<file path="src/rtl/gsPwmPkg.sv">
package gsPwmPkg;
  localparam int NSEG      = 64;
  localparam int NCOM      = 16;
  localparam int WIDTH_W   = 5;
  localparam int SLOW_SECT = 24;
  localparam int FAST_SECT = 13;
  localparam int NLVL      = 4;
  localparam int SEG_W     = $clog2(NSEG);
  localparam int COM_W     = $clog2(NCOM);
  localparam int SECT_W    = $clog2(SLOW_SECT);
  localparam int ADDR_W    = SEG_W + COM_W - 1;

  typedef struct packed {
    logic              capValid;
    logic [SEG_W-1:0]  capSeg;
    logic              oddCom;
    logic              scan;
    logic [SECT_W-1:0] sect;
    logic [COM_W-1:0]  com;
    logic              fast;
  } gsStrobe_t;
endpackage

</file>
<file path="src/rtl/gsScanCtrl.sv">
module gsScanCtrl
  import gsPwmPkg::*;
(
  input  logic              clk,
  input  logic              rstN,
  input  logic              dispOn,
  input  logic              modeLoad,
  input  logic              modeFastIn,
  output logic [ADDR_W-1:0] memAddr,
  output gsStrobe_t         strb
);
  typedef enum logic {ST_FETCH, ST_SCAN} state_t;

  state_t            state;
  logic [SEG_W:0]    segIdx;
  logic [COM_W-1:0]  com;
  logic [SECT_W-1:0] sect;
  logic              fast;
  logic              capValid;
  logic [SEG_W-1:0]  capSeg;
  logic              issue;
  logic [SECT_W-1:0] lastSect;

  assign lastSect = fast ? SECT_W'(FAST_SECT - 1) : SECT_W'(SLOW_SECT - 1);
  assign issue    = dispOn && (state == ST_FETCH) && (segIdx < (SEG_W+1)'(NSEG));
  assign memAddr  = {segIdx[SEG_W-1:0], com[COM_W-1:1]};

  always_ff @(posedge clk) begin
    if (!rstN) begin
      state    <= ST_FETCH;
      segIdx   <= '0;
      com      <= '0;
      sect     <= '0;
      fast     <= 1'b0;
      capValid <= 1'b0;
      capSeg   <= '0;
    end else begin
      if (modeLoad) fast <= modeFastIn;
      capValid <= issue;
      capSeg   <= segIdx[SEG_W-1:0];
      if (!dispOn) begin
        state  <= ST_FETCH;
        segIdx <= '0;
        com    <= '0;
        sect   <= '0;
      end else begin
        case (state)
          ST_FETCH: begin
            if (segIdx == (SEG_W+1)'(NSEG)) begin
              state  <= ST_SCAN;
              segIdx <= '0;
              sect   <= '0;
            end else begin
              segIdx <= segIdx + (SEG_W+1)'(1);
            end
          end
          ST_SCAN: begin
            if (sect >= lastSect) begin
              state <= ST_FETCH;
              sect  <= '0;
              com   <= (com == COM_W'(NCOM - 1)) ? '0 : com + COM_W'(1);
            end else begin
              sect <= sect + SECT_W'(1);
            end
          end
          default: state <= ST_FETCH;
        endcase
      end
    end
  end

  always_comb begin
    strb.capValid = capValid;
    strb.capSeg   = capSeg;
    strb.oddCom   = com[0];
    strb.scan     = (state == ST_SCAN);
    strb.sect     = sect;
    strb.com      = com;
    strb.fast     = fast;
  end
endmodule

</file>
<file path="src/rtl/gsSegPath.sv">
module gsSegPath
  import gsPwmPkg::*;
(
  input  logic               clk,
  input  logic               rstN,
  input  logic               dispOn,
  input  logic               wLoad,
  input  logic [1:0]         wLevel,
  input  logic [WIDTH_W-1:0] wValue,
  input  logic [3:0]         memData,
  input  gsStrobe_t          strb,
  output logic [NSEG-1:0]    segOn,
  output logic [NCOM-1:0]    comOn
);
  logic [WIDTH_W-1:0] lvlW   [NLVL];
  logic [WIDTH_W-1:0] lvlEff [NLVL];
  logic [1:0]         code   [NSEG];
  logic [NSEG-1:0]    segNext;
  logic [WIDTH_W-1:0] maxW;

  assign maxW = strb.fast ? WIDTH_W'(FAST_SECT - 1) : WIDTH_W'(SLOW_SECT - 1);

  // width table, loaded by the host at any time
  always_ff @(posedge clk) begin
    if (!rstN) begin
      for (int l = 0; l < NLVL; l++) lvlW[l] <= '0;
    end else if (wLoad) begin
      lvlW[wLevel] <= wValue;
    end
  end

  // per-segment code capture: even common takes the upper pair
  always_ff @(posedge clk) begin
    if (!rstN) begin
      for (int s = 0; s < NSEG; s++) code[s] <= '0;
    end else if (strb.capValid) begin
      code[strb.capSeg] <= strb.oddCom ? memData[1:0] : memData[3:2];
    end
  end

  for (genvar l = 0; l < NLVL; l++) begin : g_clamp
    assign lvlEff[l] = (lvlW[l] > maxW) ? maxW : lvlW[l];
  end

  for (genvar s = 0; s < NSEG; s++) begin : g_seg
    logic [1:0] lvlIdx;
    assign lvlIdx     = ~code[s];  // 11 -> level 0 ... 00 -> level 3
    assign segNext[s] = int'(strb.sect) < int'(lvlEff[lvlIdx]);
  end

  always_ff @(posedge clk) begin
    if (!rstN) begin
      segOn <= '0;
      comOn <= '0;
    end else if (strb.scan && dispOn) begin
      segOn <= segNext;
      comOn <= NCOM'(1) << strb.com;
    end else begin
      segOn <= '0;
      comOn <= '0;
    end
  end
endmodule

</file>
<file path="src/rtl/gsPwmSegDriver.sv">
module gsPwmSegDriver
  import gsPwmPkg::*;
(
  input  logic               clk,
  input  logic               rstN,
  input  logic               dispOn,
  input  logic               modeLoad,
  input  logic               modeFastIn,
  input  logic               wLoad,
  input  logic [1:0]         wLevel,
  input  logic [WIDTH_W-1:0] wValue,
  output logic [ADDR_W-1:0]  memAddr,
  input  logic [3:0]         memData,
  output logic [NSEG-1:0]    segOn,
  output logic [NCOM-1:0]    comOn
);
  gsStrobe_t strb;

  gsScanCtrl ctrl_i (
    .clk(clk), .rstN(rstN), .dispOn(dispOn),
    .modeLoad(modeLoad), .modeFastIn(modeFastIn),
    .memAddr(memAddr), .strb(strb)
  );

  gsSegPath path_i (
    .clk(clk), .rstN(rstN), .dispOn(dispOn),
    .wLoad(wLoad), .wLevel(wLevel), .wValue(wValue),
    .memData(memData), .strb(strb),
    .segOn(segOn), .comOn(comOn)
  );
endmodule

</file>
<file path="config.mk">
export PLATFORM = sky130hd
export DESIGN_NAME = gsPwmSegDriver
export DESIGN_NICKNAME = d
export VERILOG_FILES = /design/src/rtl/gsPwmPkg.sv /design/src/rtl/gsScanCtrl.sv /design/src/rtl/gsSegPath.sv /design/src/rtl/gsPwmSegDriver.sv
export SDC_FILE = /design/constraint.sdc
export NUM_CORES = 1
export LEC_CHECK = 0
export BUFFER_PORTS_ARGS = -buffer_cell sky130_fd_sc_hd__buf_2
export CAP_MARGIN = 20
export CORE_MARGIN = 3
export CORE_UTILIZATION = 64
export DETAILED_ROUTE_END_ITERATION = 16
export PLACE_DENSITY = 0.82
export SYNTH_ARGS = -nofsm -noshare
export SYNTH_HDL_FRONTEND = slang
export SYNTH_SLANG_ARGS = --single-unit
export TNS_END_PERCENT = 30
</file>
<file path="constraint.sdc">
create_clock -name clk -period 5.4 [get_ports clk]
set_clock_uncertainty 0.15 [all_clocks]
set_input_delay 1.08 -clock clk [delete_from_list [all_inputs] [get_ports clk]]
set_output_delay 1.08 -clock clk [all_outputs]
set_load 0.01 [all_outputs]
</file>
==> impl_metrics.ini <==
[sta]
final_max_slew_viol_count = 0
period_needed_ns = 4.959
fin_setup_tns_ns = 0
rsz0062_at_grt = false
max_freq_mhz = 201.6
worst_slew_pin_slew_ns = 1.236
timing_hold_violations_final = 0
post-route-period-util_pct = 91.84
finalSetupViolations = 0
slew_headroom_pct = 17.41

[place]
routabilityCongestion = 0.8721
hpwl_um = 46100
placedCellCount = 2615
io_buffers = 105

[setup_path]
crit_type = flip-flop to flip-flop
r2r_cells = 14
critPathArrivalTime_ns = 5.29
crit_chain = inv_1 -> ha_1 -> a31oi_1 -> o221ai_2 -> nand2_2 -> a21boi_4 -> buf_4 -> mux4_2 -> ha_1 -> a21o_1 -> a21o_1 -> a2111oi_0 -> o211ai_2 -> o211ai_1
critPathMaxStageDelay_ns = 0.59
start_kind = flip-flop
slowest_stage = a21boi_4
path_max_fanout = 27
crit_required_ns = 5.73
crit_path_end_kind = flip-flop

[synth]
synth.distinct_cells = 69
ys_seq_elements = 253
yosysTopAreaCellShare_pct = 23.28
async_flop_share_pct = 0
ys_seq_area_share_pct = 26.43
yosysWarnings = 0
netlist_area_mm2 = 0.02477
syn_area_per_cell_um2 = 11.14
synth_nets = 2525
synth_enable_flop_cells = 148
yosys.area.top_type = mux4_2
synth_area_leaders = mux4_2 (23%), edfxtp_1 (18%), ha_1 (14%), dfxtp_1 (8.5%), a21o_1 (4.6%)
synth_cells = 2223
synthFlopType = edfxtp_1

[clock_tree]
clk_path_buf_depth = 3
cts.repair.resized = 0
clk_pin_slew_ns = 0.06
cts_made_buffers = 31
cts_hold_buf = 0
cts.sinks = 253
cts_root_buf = clkbuf_16
worstSkewPairLatency_ns = 0.61
htree_levels = 1
cts_tree = done
post_cts_buffers = 0

[layout]
drive_gt1_share_pct = 25.95
areaGrowthSynthToFinish_pct = 7.800
mostFrequentLayoutCells = ha_1 (285), mux4_2 (256), a21o_1 (153), edfxtp_1 (148), nor3_1 (142)
final_core_util_pct = 70.38
layout.cells.non_filler = 2677
num_antenna_cells = 0
final_common_cell = ha_1
layout.nets = 2443

[power_and_ir_drop]
power_density_mw_per_mm2 = 244.9
irDropWorstVdd_mv = 0.2721
power_leakage_nw = 11.23

[route]
dr.pass1.iters = 6
vias_per_cell = 8.149
drcViolationCount = 0
route.vias.total = 21810
ant_nets = 0
drt_iter0_markers = 3354
routedWlPerCell_um = 29.76
drt-total-wl_um = 79670

[global_route]
antenna_found_initial = 0
grtUsageTotal_pct = 37.80
grt_pass1_wl_um = 122500
grt_max_degree = 65
gr-total-overflow = 0
grt_pass1_vias = 22230

[floorplanning]
io_pins = 106
start_util_pct = 65.29
core_area_mm2 = 0.03793
fp-row-count = 71
chipHeight_um = 202.7
dieArea_mm2 = 0.04109
die_x_um = 202.7

[flow_run]
maxCapViolations = 0

[hold_path]
hold_path.class = flip-flop to flip-flop
whs_path_depth = 1

[status]
status = completed
==> stage by stage <==
step | setup WS [ns] | hold WS (ns) | cell area (um^2) | total power [W]
2_1_floorplan | 1.287 | 0.2873 | 24770 | 0.003575
3_3_place_gp | 0.9139 | 0.3248 | 25480 | 0.004046
3_5_place_dp | 0.6527 | 0.3315 | 25490 | 0.004143
4_1_cts | 0.6140 | 0.3543 | 26620 | 0.006441
5_1_grt | 0.2256 | 0.3715 | 26700 | 0.006701
6_report | 0.4408 | 0.3598 | 26700 | 0.006539
==> state kept, by name (all words and copies together) (netlist names) <==
name and flops:
ctrl_i.state 1, ctrl_i.capValid 1, ctrl_i.fast 1, path_i.comOn 16, ctrl_i.capSeg 6, ctrl_i.com 4
ctrl_i.segIdx 7, path_i.lvlW 20, ctrl_i.sect 5, path_i.code 128, path_i.segOn 64
==> layer usage <==
metal | part of all wire, % | routed length (um) | GRT usage, %
met5 | 0 | 0 | 0
met2 | 44 | 35150 | 58.50
met1 | 33 | 26350 | 47.01
met3 | 16 | 12850 | 11.21
met4 | 6.7 | 5318 | 22.99
==> Yosys cell counts (7+ instances only) <==
library cell and number:
a21oi_1 35, o2111ai_1 22, o21ai_0 70, inv_1 61
a2111oi_0 43, edfxtp_1 148, a41oi_1 86, nor3_1 144
or4_1 43, nor2_1 36, buf_6 8, nand2_1 71
o221ai_1 13, mux4_2 256, buf_4 10, nor3b_1 8
o211ai_2 31, buf_1 64, a21oi_2 7, nand3_1 33
a31oi_1 7, a21o_1 153, mux2i_1 31, o211ai_1 57
nand4b_1 21, dfxtp_1 105, ha_1 285, nand4_1 39
and3_1 27, clkbuf_1 186, and2_1 24, buf_2 18
==> final cells by class <==
| cell class | instances | area [um^2] |
|---|---|---|
| Clock buffer | 33 | 793.3 |
| Clock inverter | 25 | 329.1 |
| Fill cell | 2618 | 11230 |
| Inverter | 61 | 229.0 |
| Multi-Input combinational cell | 1623 | 16950 |
| Sequential cell | 253 | 6551 |
| Tap cell | 511 | 639.4 |
| Timing Repair Buffer | 171 | 1206 |
==> where the power goes <==
group / leakage [nW] / internal [W] / switching, W
combinational: 8.34 / 0.000868 / 0.00117
sequential: 2.36 / 0.00209 / 0.0000867
clock: 0.527 / 0.00137 / 0.000962
==> worst paths after layout <==
| check | from | endpoint | slack [ns] |
|---|---|---|---|
| worst max-delay path | ctrl_i.fast | path_i.segOn[62] | 0.44 |
| worst min-delay path | ctrl_i.segIdx[6] | ctrl_i.capValid | 0.36 |
| worst max register to register | ctrl_i.fast | path_i.segOn[62] | 0.44 |
| worst min register to register | ctrl_i.segIdx[6] | ctrl_i.capValid | 0.36 |
==> logic make-up after synthesis <==
kind of cell / after synthesis / synth area share [%]
buffers and inverters: 347 / 5.744
and+or+nand+nor: 482 / 10.88
adders and majority gates: 285 / 14.40
DFF: 253 / 26.43
muxes: 290 / 24.67
xor gates and xnor gates: 6 / 0.2122
AOI/OAI and AO/OA: 560 / 17.67
==> worst max-delay path, delay by kind of cell, from the launching register on <==
family | cells | cell delay (ns)
adders and majority gates | 2 | 0.58
muxes | 1 | 0.32
AOI/OAI and AO/OA | 8 | 2.34
DFF | 1 | 0.31
buffers and inverters | 2 | 0.87
and+or+nand+nor | 1 | 0.24
(Power assumes the default switching activity.)
